--- src/rtl/dct_pkg.sv ---
`timescale 1ns/1ps
package dct_pkg;
    localparam int DW = 8;
    localparam int AW = 3;
    localparam int NFLAG = 3;

    localparam logic [AW-1:0] A_CTRL = 3'd0;
    localparam logic [AW-1:0] A_STAT = 3'd1;
    localparam logic [AW-1:0] A_CNT  = 3'd2;
    localparam logic [AW-1:0] A_CMPA = 3'd3;
    localparam logic [AW-1:0] A_CMPB = 3'd4;

    typedef enum logic [1:0] {
        FLG_IDLE,
        FLG_PEND,
        FLG_ARMED
    } flag_st_t;

    typedef enum logic [2:0] {
        CK_STOP     = 3'd0,
        CK_PRE0     = 3'd1,
        CK_PRE1     = 3'd2,
        CK_PRE2     = 3'd3,
        CK_RSVD     = 3'd4,
        CK_EXT_RISE = 3'd5,
        CK_EXT_FALL = 3'd6,
        CK_EXT_BOTH = 3'd7
    } clk_code_t;

    typedef enum logic [1:0] {
        CLR_NONE  = 2'd0,
        CLR_CMPA  = 2'd1,
        CLR_CMPB  = 2'd2,
        CLR_EXTPIN = 2'd3
    } clr_mode_t;
endpackage

--- src/rtl/dct_sync.sv ---
`timescale 1ns/1ps
module dct_sync #(
    parameter int W = 2,
    parameter int STAGES = 2
) (
    input  logic         clk,
    input  logic         rst_n,
    input  logic [W-1:0] din,
    output logic [W-1:0] lvl,
    output logic [W-1:0] lvl_d
);
    logic [W-1:0] stg [STAGES];

    always_ff @(posedge clk) begin
        if (!rst_n) begin
            for (int k = 0; k < STAGES; k++) stg[k] <= '0;
            lvl_d <= '0;
        end else begin
            stg[0] <= din;
            for (int k = 1; k < STAGES; k++) stg[k] <= stg[k-1];
            lvl_d <= stg[STAGES-1];
        end
    end

    assign lvl = stg[STAGES-1];
endmodule

--- src/rtl/dct_tick_sel.sv ---
`timescale 1ns/1ps
module dct_tick_sel
    import dct_pkg::*;
(
    input  logic [2:0] clk_sel,
    input  logic [2:0] presc_tick,
    input  logic       ext_rise,
    input  logic       ext_fall,
    output logic       tick
);
    always_comb begin
        unique case (clk_code_t'(clk_sel))
            CK_STOP:     tick = 1'b0;
            CK_PRE0:     tick = presc_tick[0];
            CK_PRE1:     tick = presc_tick[1];
            CK_PRE2:     tick = presc_tick[2];
            CK_RSVD:     tick = 1'b0;
            CK_EXT_RISE: tick = ext_rise;
            CK_EXT_FALL: tick = ext_fall;
            CK_EXT_BOTH: tick = ext_rise | ext_fall;
        endcase
    end
endmodule

--- src/rtl/dct_flag.sv ---
`timescale 1ns/1ps
module dct_flag
    import dct_pkg::*;
(
    input  logic clk,
    input  logic rst_n,
    input  logic set_evt,
    input  logic rd_arm,
    input  logic clr_wr,
    output logic flag
);
    flag_st_t st_q, st_d;

    always_comb begin
        st_d = st_q;
        unique case (st_q)
            FLG_IDLE:  if (set_evt) st_d = FLG_PEND;
            FLG_PEND:  if (!set_evt && rd_arm) st_d = FLG_ARMED;
            FLG_ARMED: begin
                if (set_evt)     st_d = FLG_PEND;
                else if (clr_wr) st_d = FLG_IDLE;
            end
            default:   st_d = FLG_IDLE;
        endcase
    end

    always_ff @(posedge clk) begin
        if (!rst_n) st_q <= FLG_IDLE;
        else        st_q <= st_d;
    end

    always_comb begin
        flag = (st_q != FLG_IDLE);
    end
endmodule

--- src/rtl/dual_cmp_timer.sv ---
`timescale 1ns/1ps
module dual_cmp_timer
    import dct_pkg::*;
#(
    parameter int SYNC_STAGES = 2
) (
    input  logic          clk,
    input  logic          rst_n,
    input  logic [AW-1:0] bus_addr,
    input  logic          bus_wr,
    input  logic          bus_rd,
    input  logic [DW-1:0] bus_wdata,
    output logic [DW-1:0] bus_rdata,
    input  logic [2:0]    presc_tick,
    input  logic          ext_clk_in,
    input  logic          ext_rst_in,
    output logic          irq_cmp_b,
    output logic          irq_cmp_a,
    output logic          irq_ovf
);
    logic [DW-1:0]    ctrl_q, cnt_q, cmp_a_q, cmp_b_q;
    logic [1:0]       pin_lvl, pin_lvl_d;
    logic             ext_rise, ext_fall, rst_rise;
    logic             tick, clr_evt, cnt_wr, ovf_evt, match_a, match_b;
    logic             stat_rd, stat_wr;
    logic [NFLAG-1:0] set_evt, flags;

    dct_sync #(.W(2), .STAGES(SYNC_STAGES)) u_sync (
        .clk   (clk),
        .rst_n (rst_n),
        .din   ({ext_rst_in, ext_clk_in}),
        .lvl   (pin_lvl),
        .lvl_d (pin_lvl_d)
    );

    assign ext_rise = pin_lvl[0] & ~pin_lvl_d[0];
    assign ext_fall = ~pin_lvl[0] & pin_lvl_d[0];
    assign rst_rise = pin_lvl[1] & ~pin_lvl_d[1];

    dct_tick_sel u_tick (
        .clk_sel    (ctrl_q[2:0]),
        .presc_tick (presc_tick),
        .ext_rise   (ext_rise),
        .ext_fall   (ext_fall),
        .tick       (tick)
    );

    assign match_a = (cnt_q == cmp_a_q);
    assign match_b = (cnt_q == cmp_b_q);
    assign cnt_wr  = bus_wr && (bus_addr == A_CNT);
    assign stat_wr = bus_wr && (bus_addr == A_STAT);
    assign stat_rd = bus_rd && (bus_addr == A_STAT);

    always_comb begin
        unique case (clr_mode_t'(ctrl_q[4:3]))
            CLR_NONE:   clr_evt = 1'b0;
            CLR_CMPA:   clr_evt = match_a;
            CLR_CMPB:   clr_evt = match_b;
            CLR_EXTPIN: clr_evt = rst_rise;
        endcase
    end

    assign ovf_evt = tick && !clr_evt && !cnt_wr && (cnt_q == {DW{1'b1}});

    always_ff @(posedge clk) begin
        if (!rst_n) begin
            ctrl_q  <= '0;
            cnt_q   <= '0;
            cmp_a_q <= '1;
            cmp_b_q <= '1;
        end else begin
            if (bus_wr && bus_addr == A_CTRL) ctrl_q  <= bus_wdata;
            if (bus_wr && bus_addr == A_CMPA) cmp_a_q <= bus_wdata;
            if (bus_wr && bus_addr == A_CMPB) cmp_b_q <= bus_wdata;
            if (cnt_wr)       cnt_q <= bus_wdata;
            else if (clr_evt) cnt_q <= '0;
            else if (tick)    cnt_q <= cnt_q + DW'(1);
        end
    end

    assign set_evt = {match_b, match_a, ovf_evt};

    for (genvar g = 0; g < NFLAG; g++) begin : g_flag
        dct_flag u_flag (
            .clk     (clk),
            .rst_n   (rst_n),
            .set_evt (set_evt[g]),
            .rd_arm  (stat_rd),
            .clr_wr  (stat_wr && !bus_wdata[g]),
            .flag    (flags[g])
        );
    end

    always_comb begin
        bus_rdata = '0;
        unique case (bus_addr)
            A_CTRL:  bus_rdata = ctrl_q;
            A_STAT:  bus_rdata = {{(DW-NFLAG){1'b0}}, flags};
            A_CNT:   bus_rdata = cnt_q;
            A_CMPA:  bus_rdata = cmp_a_q;
            A_CMPB:  bus_rdata = cmp_b_q;
            default: bus_rdata = '0;
        endcase
    end

    assign irq_ovf   = flags[0] & ctrl_q[5];
    assign irq_cmp_a = flags[1] & ctrl_q[6];
    assign irq_cmp_b = flags[2] & ctrl_q[7];
endmodule

--- config.mk ---
export PLATFORM = sky130hd
export DESIGN_NAME = dual_cmp_timer
export DESIGN_NICKNAME = d
export VERILOG_FILES = /design/src/rtl/dct_pkg.sv /design/src/rtl/dct_sync.sv /design/src/rtl/dct_tick_sel.sv /design/src/rtl/dct_flag.sv /design/src/rtl/dual_cmp_timer.sv
export SDC_FILE = /design/constraint.sdc
export NUM_CORES = 1
export LEC_CHECK = 0
export ABC_CLOCK_PERIOD_IN_PS = 2500
export BUFFER_PORTS_ARGS = -buffer_cell sky130_fd_sc_hd__clkbuf_2
export CAP_MARGIN = 20
export CORE_MARGIN = 2
export CORE_UTILIZATION = 60
export CTS_BUF_LIST = sky130_fd_sc_hd__clkbuf_4 sky130_fd_sc_hd__clkbuf_8
export DETAILED_ROUTE_END_ITERATION = 7
export HOLD_SLACK_MARGIN = 0.1
export PLACE_DENSITY_LB_ADDON = 0.12
export SYNTH_ARGS = -nofsm -noshare
export SYNTH_HDL_FRONTEND = slang
export SYNTH_HIERARCHICAL = 1
export SYNTH_SLANG_ARGS = --single-unit
--- constraint.sdc ---
create_clock -name clk -period 2.5 [get_ports clk]
set_input_delay 0.125 -clock clk [delete_from_list [all_inputs] [get_ports clk]]
set_output_delay 0.125 -clock clk [all_outputs]
set_load 0.02 [all_outputs]
==> run metrics <==
status=completed; H-tree depth=2; ANT nets after route=0; Worst Path Max Fanout=9; Sequential Area=roughly 880 um^2; Post-Layout Cell Count=slightly below 400; via count=~2400; met2 Use GR=0.4348; Slew HR=0.5273; most frequent cells in the layout=nand2_1 (71), dfxtp_1 (44), clkbuf_2 (30), nand3_1 (23), a21oi_1 (20); GR peak layer=met2; synthesized area=between 0.002 and 0.003 mm^2; HPWL Detailed=between 4000 and 5000 um; pins over their slew limit=0; Worst-path clk slew=~0.09 ns; Worst path slowest cell=a22oi_2; Max Clock Skew=0.006385 ns; most common cell after layout, fill and taps aside=nand2_1; Lkg Pwr=1.196 nW; Die ar.=between 0.004 and 0.005 mm^2; I/O Buffers=30; critical path's largest stage delay=~0.48 ns; share of post-route cells with drive strength above 1=0.1667; critical path arrival=between 2 and 2.5 ns; router iterations before antenna repair=4; CP startpoint kind=flop; met1 Resource Use GR=0.3864; final wirelength=6470 um; CP Capture Type=flop; GRT Overall Usage=0.2784; GRT overflow=0; Worst IR Drop VDD=between 300 and 400 uV; cts repair resizes=0; Ant. Diodes=0; Clock Latency Late Sink=0.31 ns; CTS sink cnt=44; Die Width=between 60 and 70 um; Worst R2R End=g_flag[0].u_flag/st_q[1]$_SDFFE_PN0P_; R2R cell count=7; worst slew pin tran=approximately 0.71 ns; CTS root buffer=clkbuf_8; post-layout util=0.6932; global-route wire length before repair=about 11000 um; Achievable Freq=488.6 MHz; die height=about 69 um; critical path class=reg -> reg; fill cell count=359; Synth Instances=326; Synth Register Bits=44; Mean Syn Cell Area=~7.8 um^2; Mapped Nets=roughly 350; vias in the first global route=2242; CP endpoint=g_flag[0].u_flag/st_q[1]$_SDFFE_PN0P_; Synth Flop Type=dfxtp_1; Placed Cells=slightly below 400; Core Region=0.004058 mm^2; drt initial violations=roughly 210; Worst Setup SP=u_sync/stg[0][2]$_SDFF_PN0_; DRC=0; initial antenna violation count=0; WP data required=around 2.7 ns; max cap viols=0; Placement Cell Area=around 0.0027 mm^2; Top delay family on crit path=simple AND/OR/NAND/NOR gates; drt wl/cell=16.26 um; # IOs=31; total negative slack=0 ns; PD cells=~530 mW/mm^2; clk buf depth=2; Layout area overhead=10.20%; Final setup viols=0; register area share after synthesis=0.3451; Via density=6.068; CP bufs+invs=0; GP Congestion=just over 0.9; CTS tree=built; Hold Crit Class=in -> reg; largest net degree at the start of global routing=34; final hold vios=0; Distinct cells, synth=48; area of the multi-input gates=0.001528 mm^2; post-route design area=about 0.0028 mm^2; Nets=around 370; fin crit period=between 2 and 2.5 ns; CTS Buf Count=5; period utilization=0.8187; WP depth=7; Reg2Reg Setup Slack=0.45 ns; number of enable flip-flop cells after synthesis=0; CP Cell Sequence=nor2b_1 > a22oi_1 > a22oi_2 > nand3_1 > nor4_1 > nand2b_1 > a21oi_1; Starting Density=0.6290; worst r2r src=u_sync/stg[0][2]$_SDFF_PN0_; ys async rst share=0; worst hold slack=roughly 0.13 ns; unrepaired setup endpoints after global routing=no; met3 Usage GRT=0.05959; FP Rows=23; yosys warns=6
==> logic make-up after synthesis <==
group                      Yosys count  synth area share
buffers and inverters               30           0.05637
muxes                                8           0.03235
and+or+nand+nor                    173            0.3525
AOI/OAI and AO/OA                   53            0.1505
xor gates and xnor gates            17           0.05834
DFF                                 44            0.3451
adders and majority gates            1          0.004901
==> worst min-delay path: stages <==
cell	delay, ns
clkbuf_2	0.14
nand2_1	0.07
a21oi_1	0.05
==> layer usage <==
metal / routed length [um] / part of all wire / vias to the layer above
li1: - / - / 1172
met1: 2753 / 0.43 / 1132
met2: 3030 / 0.47 / 95
met3: 515 / 0.080 / 16
met4: 170 / 0.026 / 0
met5: 0 / 0 / -
==> Yosys cell counts (all sizes together) (2+ instances only) <==
cell type,n,area share
nand3b,4,0.012
a221oi,6,0.033
mux2,2,0.0088
dfxtp,44,0.35
o211a,3,0.012
nor2,13,0.019
and2,13,0.032
and3b,2,0.0069
o22ai,3,0.0074
a211oi,2,0.0059
a21oi,20,0.039
inv,8,0.012
xnor2,9,0.031
or4,7,0.021
xor2,8,0.027
o41ai,2,0.0069
o21ai,7,0.014
nand2,71,0.10
or3b,3,0.010
or2,3,0.0074
a31oi,2,0.0049
nor2b,10,0.025
nor3,3,0.0059
nand3,23,0.045
mux2i,6,0.024
nand4,2,0.0049
and3,7,0.018
nor4,4,0.016
a22oi,6,0.020
buf,10,0.027
clkbuf,11,0.016
nand2b,5,0.015
==> flip-flops by register name, summed over array words and instances, names as in the netlist <==
| register | flops |
|---|---|
| u_sync/stg | 4 |
| cnt_q | 8 |
| cmp_b_q | 8 |
| ctrl_q | 8 |
| cmp_a_q | 8 |
| u_sync/lvl_d | 2 |
| g_flag.u_flag/st_q | 6 |
==> cell type report <==
| class | instances | share of cell area |
|---|---|---|
| sequential | 44 | 0.3132 |
| tap | 50 | 0.02224 |
| inverter | 9 | 0.01201 |
| clock buffer | 5 | 0.02447 |
| multi-input combinational | 252 | 0.5432 |
| timing repair buffer | 35 | 0.06851 |
| clock inverter | 3 | 0.01646 |
==> report_power, final <==
part           switching, mW  internal [mW]  leakage (nW)
logic                  0.109         0.0696         0.784
clock network          0.268          0.301        0.0548
registers             0.0209          0.719         0.358
total                  0.398           1.09          1.20
==> through the flow <==
step	power [mW]	worst slack (ns)
after global routing	1.534	0.2861
after CTS	1.492	0.4487
after detailed placement	0.9301	0.4567
after global placement	0.9281	0.5079
after floorplan	0.8686	0.5456
final	1.487	0.4532
==> worst min path at each step <==
| stage | startpoint | to | slack (ns) | depth (start not counted) |
|---|---|---|---|---|
| 2_1_floorplan | rst_n | u_sync/lvl_d[1]$_SDFF_PN0_ | 0.25 | 1 |
| 4_1_cts | bus_wdata[4] | ctrl_q[4]$_SDFFE_PN0P_ | 0.12 | 3 |
| 6_report | bus_wdata[4] | ctrl_q[4]$_SDFFE_PN0P_ | 0.13 | 3 |
| 5_1_grt | bus_wdata[4] | ctrl_q[4]$_SDFFE_PN0P_ | 0.12 | 3 |
| 3_5_place_dp | ext_clk_in | u_sync/stg[0][0]$_SDFF_PN0_ | 0.34 | 2 |
| 3_3_place_gp | ext_clk_in | u_sync/stg[0][0]$_SDFF_PN0_ | 0.33 | 2 |
==> timing repair <==
| action | 4_1_cts | 5_1_grt |
|---|---|---|
| hold endpoints to repair | 2 | 0 |
| hold buffers | 2 | 0 |
| setup buffers | 0 | 0 |
(Power assumes the default switching activity.)
